File: src/rtl/lcd_bp2_pkg.sv
`timescale 1ns/1ps
// Shared types and constants for the two-backplane LCD driver.
// Assumes exactly two commons; the phase image encodes polarity and
// which common is active.
package lcd_bp2_pkg;

    localparam int IMG_W = 3;
    localparam int MSK_W = 4;

    // Phase image: polarity (1 = active common low) and active-common flags
    typedef struct packed {
        logic pol;
        logic act_b;
        logic act_a;
    } img_t;

    // Encoded pair of common pins
    typedef struct packed {
        logic [1:0] drv;
        logic [1:0] lvl;
    } com_t;

    // Image of the last phase of a frame; the sequencer idles here
    localparam img_t IMG_LAST = '{pol: 1'b1, act_b: 1'b1, act_a: 1'b0};

    // Flip mask that leads from phase 3 into phase 0, and the step that
    // follows it (-4 in MSK_W bits)
    localparam logic [MSK_W-1:0] MASK_INIT = 4'b0111;
    localparam logic [MSK_W-1:0] STEP_INIT = 4'b1100;

    // Neutral pin state: both commons driven low
    localparam com_t COM_NEUTRAL = '{drv: 2'b11, lvl: 2'b00};

    // Map a phase image onto the common pin encoding
    function automatic com_t com_of(input img_t im);
        com_t c;
        c.drv = {im.act_b, im.act_a};
        c.lvl = {im.act_b & ~im.pol, im.act_a & ~im.pol};
        return c;
    endfunction

endpackage

File: src/rtl/lcd_bp2_tick.sv
`timescale 1ns/1ps
// Phase interval divider. Emits a one-cycle tick every DIV enabled
// clocks, the first on the DIV-th enabled edge. It is held cleared while
// run is low. Assumes DIV >= 3 so that a shadow update fits between ticks.
module lcd_bp2_tick #(
    parameter int DIV = 2_000_000
) (
    input  logic clk,
    input  logic rst_n,
    input  logic run,
    output logic tick
);
    localparam int CW = (DIV > 1) ? $clog2(DIV) : 1;
    localparam logic [CW-1:0] LAST = CW'(DIV - 1);

    logic [CW-1:0] cnt_q;

    assign tick = run && (cnt_q == LAST);

    // Count enabled clocks, wrapping at the interval length
    always_ff @(posedge clk) begin
        if (!rst_n || !run) begin
            cnt_q <= '0;
        end else if (tick) begin
            cnt_q <= '0;
        end else begin
            cnt_q <= cnt_q + 1'b1;
        end
    end


    tick_gap_chk: assert property (@(posedge clk) disable iff (!rst_n)
        tick |=> !tick);

endmodule

File: src/rtl/lcd_bp2_seq.sv
`timescale 1ns/1ps
// Phase sequencer. Holds the image of the phase now on the pins, the
// plane pointer, the flip mask and its signed step. At each tick it XORs
// the mask into the image, adds the step to the mask and negates the step.
// It presents the next phase's image and pointer for the shadow stage.
// It returns to the phase-3 image whenever run is low.
module lcd_bp2_seq
    import lcd_bp2_pkg::*;
(
    input  logic clk,
    input  logic rst_n,
    input  logic run,
    input  logic tick,
    output img_t nxt_img_o,
    output logic nxt_ptr_o
);
    img_t             img_q;
    logic             ptr_q;
    logic [MSK_W-1:0] mask_q;
    logic [MSK_W-1:0] step_q;

    assign nxt_img_o = img_t'(img_q ^ mask_q[IMG_W-1:0]);
    assign nxt_ptr_o = ~ptr_q;

    // Advance image, pointer, mask and step once per tick
    always_ff @(posedge clk) begin
        if (!rst_n || !run) begin
            img_q  <= IMG_LAST;
            ptr_q  <= 1'b1;
            mask_q <= MASK_INIT;
            step_q <= STEP_INIT;
        end else if (tick) begin
            img_q  <= nxt_img_o;
            ptr_q  <= ~ptr_q;
            mask_q <= mask_q + step_q;
            step_q <= ~step_q + 1'b1;
        end
    end


    mask_pair_chk: assert property (@(posedge clk) disable iff (!rst_n)
        (mask_q == 4'b0011) || (mask_q == 4'b0111));


    one_active_chk: assert property (@(posedge clk) disable iff (!rst_n)
        $onehot({img_q.act_b, img_q.act_a}));


    ptr_track_chk: assert property (@(posedge clk) disable iff (!rst_n)
        ptr_q == img_q.act_b);

endmodule

File: src/rtl/lcd_bp2_out.sv
`timescale 1ns/1ps
// Shadow and pin stage. One edge after each tick, and on the first enabled
// edge, it computes the next phase's pin values into a shadow register. It
// applies them at the next tick in one edge. Segment data is latched only
// when the coming phase is phase 0. While run is low, the pins are neutral.
module lcd_bp2_out
    import lcd_bp2_pkg::*;
#(
    parameter int NSEG = 8
) (
    input  logic            clk,
    input  logic            rst_n,
    input  logic            run,
    input  logic            tick,
    input  img_t            nxt_img,
    input  logic            nxt_ptr,
    input  logic [2*NSEG-1:0] seg_data,
    output logic [NSEG-1:0] seg_o,
    output logic [1:0]      com_drv_o,
    output logic [1:0]      com_lvl_o
);
    logic              en_q;
    logic              tick_q;
    logic              live_q;
    logic              calc;
    logic              to_p0;
    logic [2*NSEG-1:0] frame_q;
    logic [2*NSEG-1:0] src;
    logic [NSEG-1:0]   seg_nxt;
    logic [NSEG-1:0]   shd_seg_q;
    logic [NSEG-1:0]   seg_q;
    com_t              shd_com_q;
    com_t              com_q;

    assign calc  = run && (tick_q || !en_q);
    assign to_p0 = nxt_img.act_a && !nxt_img.pol;
    assign src   = to_p0 ? seg_data : frame_q;

    // Per-pin plane selection and polarity
    for (genvar k = 0; k < NSEG; k++) begin : g_pin
        logic bit_sel;
        assign bit_sel    = nxt_ptr ? src[NSEG+k] : src[k];
        assign seg_nxt[k] = nxt_img.pol ? bit_sel : ~bit_sel;
    end

    // Remember enable and the tick to schedule the shadow update
    always_ff @(posedge clk) begin
        if (!rst_n || !run) begin
            en_q   <= 1'b0;
            tick_q <= 1'b0;
        end else begin
            en_q   <= 1'b1;
            tick_q <= tick;
        end
    end

    // Compute the coming phase into the shadow and latch frame data
    always_ff @(posedge clk) begin
        if (!rst_n) begin
            frame_q   <= '0;
            shd_seg_q <= '0;
            shd_com_q <= COM_NEUTRAL;
        end else if (calc) begin
            if (to_p0) begin
                frame_q <= seg_data;
            end
            shd_seg_q <= seg_nxt;
            shd_com_q <= com_of(nxt_img);
        end
    end

    // Apply the shadow to the pins at the tick
    always_ff @(posedge clk) begin
        if (!rst_n || !run) begin
            seg_q  <= '0;
            com_q  <= COM_NEUTRAL;
            live_q <= 1'b0;
        end else if (tick) begin
            seg_q  <= shd_seg_q;
            com_q  <= shd_com_q;
            live_q <= 1'b1;
        end
    end

    assign seg_o     = seg_q;
    assign com_drv_o = com_q.drv;
    assign com_lvl_o = com_q.lvl;


    neutral_pins_chk: assert property (@(posedge clk) disable iff (!rst_n)
        !run |=> (seg_o == '0 && com_drv_o == 2'b11 && com_lvl_o == 2'b00));


    hold_between_ticks_chk: assert property (@(posedge clk) disable iff (!rst_n)
        (run && !tick) |=> ($stable(seg_o) && $stable(com_drv_o) && $stable(com_lvl_o)));


    single_common_chk: assert property (@(posedge clk) disable iff (!rst_n)
        live_q |-> $countones(com_drv_o) == 1);


    idle_level_chk: assert property (@(posedge clk) disable iff (!rst_n)
        (com_lvl_o & ~com_drv_o) == 2'b00);

endmodule

File: src/rtl/lcd_bp2_driver.sv
`timescale 1ns/1ps
// Top level of the two-backplane LCD waveform driver. The divider sets the
// phase interval, the sequencer walks the four-phase frame, and the output
// stage precomputes and applies pin values. Assumes TICK_DIV >= 3. The
// middle level for idle commons is supplied off-chip.
module lcd_bp2_driver
    import lcd_bp2_pkg::*;
#(
    parameter int NSEG     = 8,
    parameter int TICK_DIV = 2_000_000
) (
    input  logic              clk,
    input  logic              rst_n,
    input  logic              enable,
    input  logic [2*NSEG-1:0] seg_data,
    output logic [NSEG-1:0]   seg_o,
    output logic [1:0]        com_drv_o,
    output logic [1:0]        com_lvl_o
);
    logic tick;
    img_t nxt_img;
    logic nxt_ptr;

    lcd_bp2_tick #(.DIV(TICK_DIV)) u_tick (
        .clk   (clk),
        .rst_n (rst_n),
        .run   (enable),
        .tick  (tick)
    );

    lcd_bp2_seq u_seq (
        .clk       (clk),
        .rst_n     (rst_n),
        .run       (enable),
        .tick      (tick),
        .nxt_img_o (nxt_img),
        .nxt_ptr_o (nxt_ptr)
    );

    lcd_bp2_out #(.NSEG(NSEG)) u_out (
        .clk       (clk),
        .rst_n     (rst_n),
        .run       (enable),
        .tick      (tick),
        .nxt_img   (nxt_img),
        .nxt_ptr   (nxt_ptr),
        .seg_data  (seg_data),
        .seg_o     (seg_o),
        .com_drv_o (com_drv_o),
        .com_lvl_o (com_lvl_o)
    );

endmodule

File: config.mk
export PLATFORM = sky130hd
export DESIGN_NAME = lcd_bp2_driver
export DESIGN_NICKNAME = d
export VERILOG_FILES = /design/src/rtl/lcd_bp2_pkg.sv /design/src/rtl/lcd_bp2_tick.sv /design/src/rtl/lcd_bp2_seq.sv /design/src/rtl/lcd_bp2_out.sv /design/src/rtl/lcd_bp2_driver.sv
export SDC_FILE = /design/constraint.sdc
export NUM_CORES = 1
export LEC_CHECK = 0
export BUFFER_PORTS_ARGS = -buffer_cell sky130_fd_sc_hd__buf_2
export CORE_MARGIN = 3
export CORE_UTILIZATION = 58
export DETAILED_ROUTE_END_ITERATION = 10
export MAX_ROUTING_LAYER = met4
export PLACE_DENSITY = 0.77
export REMOVE_ABC_BUFFERS = 1
export SETUP_SLACK_MARGIN = 0.5
export SYNTH_ARGS = -nofsm -noshare
export SYNTH_HDL_FRONTEND = slang
export SYNTH_SLANG_ARGS = --single-unit
File: constraint.sdc
create_clock -name clk -period 3 [get_ports clk]
set_clock_uncertainty 0.1 [all_clocks]
set_input_delay 0.3 -clock clk [delete_from_list [all_inputs] [get_ports clk]]
set_output_delay 0.3 -clock clk [all_outputs]
set_load 0.01 [all_outputs]
==> metrics.txt <==
row cnt 26; WP data arrival 2.56 ns; max-cap viol count 0; Top FF cell, synth dfxtp_1; hold buffer count at cts 0; worst skew pair latency 0.34 ns; first-pass GRT wire length 11,200 um; Net Sw Power 389 uW; Critical Path RT 3.19 ns; sequential power share 55.5%; critical path endpoint category flop; initial antenna violation count 0; Comb power frac 6.0%; Final nets 373; DP HPWL around 4200 um; async set-reset flop share out of synthesis 0%; layout cells sized above 1 15.4%; vias in the first global route 2,427; num ports 31; GPL Wtd Cong 0.765; fmax 422 MHz; drt wl/cell 14.8 um; Synth Instances 326; switching part of the total 22.5%; leakage power between 0.001 and 0.0015 uW; P_int around 1300 uW; Setup Total Neg Slack 0 ns; initial core utilization 60.5%; total CTS buffers 9; xor and xnor area share after synthesis 4.23%; Post-synth EDFFs 0; final period utilization 79.1%; DR pass1 iterations 4; Slew Viols, Final 0; RSZ-0062 raised after global routing false; final setup fails 0; Rel. slew slack 36.5%; Clock Pin Slew Worst Setup and Hold Paths 0.07 ns; Hold WC Path Type primary input to flop; Max VDD drop 0.472 mV; clock buffer depth 2; Resized Gates After CTS 0; status finished, final reports clean; synth unique cells between 40 and 50; Yosys warning total 0; Die Y approximately 79 um; drt drc 0; register area share after synthesis 44.4%; clock share of power 38.6%; post-CTS setup buffers 0; gr ovfl total 0; Synth-to-Final Area Change 11.2%; vias after detailed routing 2,499; drt total wl 6340 um; n_diodes 0; clk root buf clkbuf_8; mux cell area share after synthesis between 7 and 8%; placed cell areas 3280 um^2; min Tclk post-route between 2 and 2.5 ns; CP max FO 16; synthesized flop and latch total just under 70; main combinational cell family by area after synthesis simple AND/OR/NAND/NOR gates; Antenna Nets Post-Route 0; Synth Area in Adders 0.805%; mapped cell area between 3000 and 4000 um^2; final instance area about 3500 um^2; Via density between 5 and 6; Initial DRC Count ~100; Mapped Avg Cell Area 9.53 um^2; simple-gate portion of the synthesized area 23.3%; die width between 70 and 80 um; Worst setup SP type flop; core area just over 5000 um^2; Total GRT Usage 23.4%; IO buf count 30; CTS tree yes; Die Area 6270 um^2; H-tree depth 3; largest net degree at the start of global routing 30; Worst Setup Path Type flop to flop; total power between 1500 and 2000 uW; pwr/cell area 499 nW/um^2; Worst Tran Pin Value 0.952 ns; Synth Area in Compound Gates 15.5%; clock sinks 69; Final Hold Vio Count 0
## logic make-up after synthesis
group                    after synthesis
flip-flops                            69
AND/OR/NAND/NOR                      119
adder cells (fa/ha/maj)                2
multiplexers                          24
buffers and inverters                 26
other                                  1
AO/OA/AOI/OAI                         70
XOR/XNOR                              15
## Yosys cell counts (2+ instances only)
library cell   n  share of area (%)
nand2_1       10                1.2
ha_1           2               0.81
or3_1          3               0.60
o21ai_0       24                3.9
buf_1          2               0.24
nor3_1        17                2.7
xor2_1        11                3.1
inv_1          6               0.72
or4_1          4               0.97
a21oi_1       12                1.9
o31ai_1        4               0.97
a22o_1        10                2.8
a2111oi_0      8                2.3
or4_4          2               0.72
and3_1         4               0.81
buf_4          3               0.72
nor4b_1        8                2.3
nand3_1       11                1.8
nor2b_1       25                5.0
o22a_1         3               0.85
and4_1         7                2.0
clkbuf_1      10                1.2
nor2_1        17                2.1
xnor2_1        4                1.1
nand4_1        4               0.81
dfxtp_1       69                 44
mux2i_1       24                7.7
a31oi_1        3               0.60
buf_2          4               0.64
## per-layer routing
layer / part of all wire [%] / wire length, um / vias to the layer above / global-route usage (%)
met4: 0.84 / 53 / 0 / 5.67
met2: 48 / 3030 / 48 / 36.3
li1: - / - / 1258 / -
met1: 46 / 2940 / 1188 / 29.5
met5: 0 / 0 / - / -
met3: 5.0 / 314 / 5 / 7.82
## final timing paths
kind                              startpoint                               to  slack [ns]  cells past startpoint
max               u_tick.cnt_q[9]$_SDFF_PP0_  u_out.com_drv_o[1]$_SDFFE_PN1P_        0.63                      5
min                             seg_data[13]   u_out.frame_q[13]$_SDFFE_PN0P_        0.13                      3
min reg2reg  u_out.shd_seg_q[2]$_SDFFE_PN0P_      u_out.seg_o[2]$_SDFFE_PN0P_        0.36                      1
max reg2reg       u_tick.cnt_q[9]$_SDFF_PP0_  u_out.com_drv_o[1]$_SDFFE_PN1P_        0.63                      5
## cell type report
type | instances | area [um^2]
clock buffer | 15 | 166
fill | 449 | 1680
inverter | 6 | 22.5
sequential | 69 | 1380
multi-input combinational | 231 | 1610
timing repair buffer | 35 | 188
clock inverter | 1 | 5.00
tap | 70 | 87.6
## metrics by stage
step / hold WS, ns / std cells / utilization [%] / worst slack [ns]
floorplan: 0.276 / 306 / - / 0.645
global placement: 0.343 / 411 / 63.9 / 0.677
detailed placement: 0.349 / 411 / 63.9 / 0.651
CTS: 0.117 / 427 / 67.2 / 0.626
global route: 0.131 / 427 / 67.2 / 0.536
finish: 0.127 / 427 / 67.2 / 0.628
## power by group through the flow
| stage | Sequential [uW] | Clock [uW] | Combinational [uW] |
|---|---|---|---|
| floorplan | 973 | 0 | 67.6 |
| global route | 959 | 729 | 118 |
| detailed placement | 977 | 0 | 102 |
| finish | 957 | 665 | 103 |
| global placement | 976 | 0 | 100 |
| CTS | 956 | 689 | 103 |
## worst max-delay path, stage by stage, from the launching register on
cell     delay, ns
dfxtp_1       0.35
or4_4         0.57
or4_4         0.54
o21ai_2       0.33
buf_4         0.29
o22a_1        0.15
## layout by cell type, fill, tap and decap left out, drive strengths merged
master   instances
o211ai           1
xnor2            4
mux2i           24
or3              3
o41ai            1
buf             35
nor4             1
nor2b           25
nand3           11
nor3            17
clkbuf          15
clkinv           1
nor2            17
xor2            11
a21oi           12
inv              6
and3             4
a22o            10
dfxtp           69
ha               2
a2111oi          9
o21ai           25
nand4            5
conb             1
nor4b            8
nor4bb           1
a21boi           1
o31ai            4
nand2           10
and4             7
o22a             3
or2              1
a21o             1
or4              6
and2             1
or4b             1
a31oi            3
nor3b            1
## sequential cells by signal, summed over array words and instances, names as in the netlist
signal           count
u_out.frame_q       16
u_out.shd_com_q      4
u_out.com_drv_o      2
u_out.seg_o          8
u_seq.img_q          3
u_tick.cnt_q        21
u_out.tick_q         1
u_seq.mask_q         2
u_out.com_lvl_o      2
u_out.shd_seg_q      8
u_seq.ptr_q          1
u_out.en_q           1
Note: power is estimated with default switching activity, not from simulation.
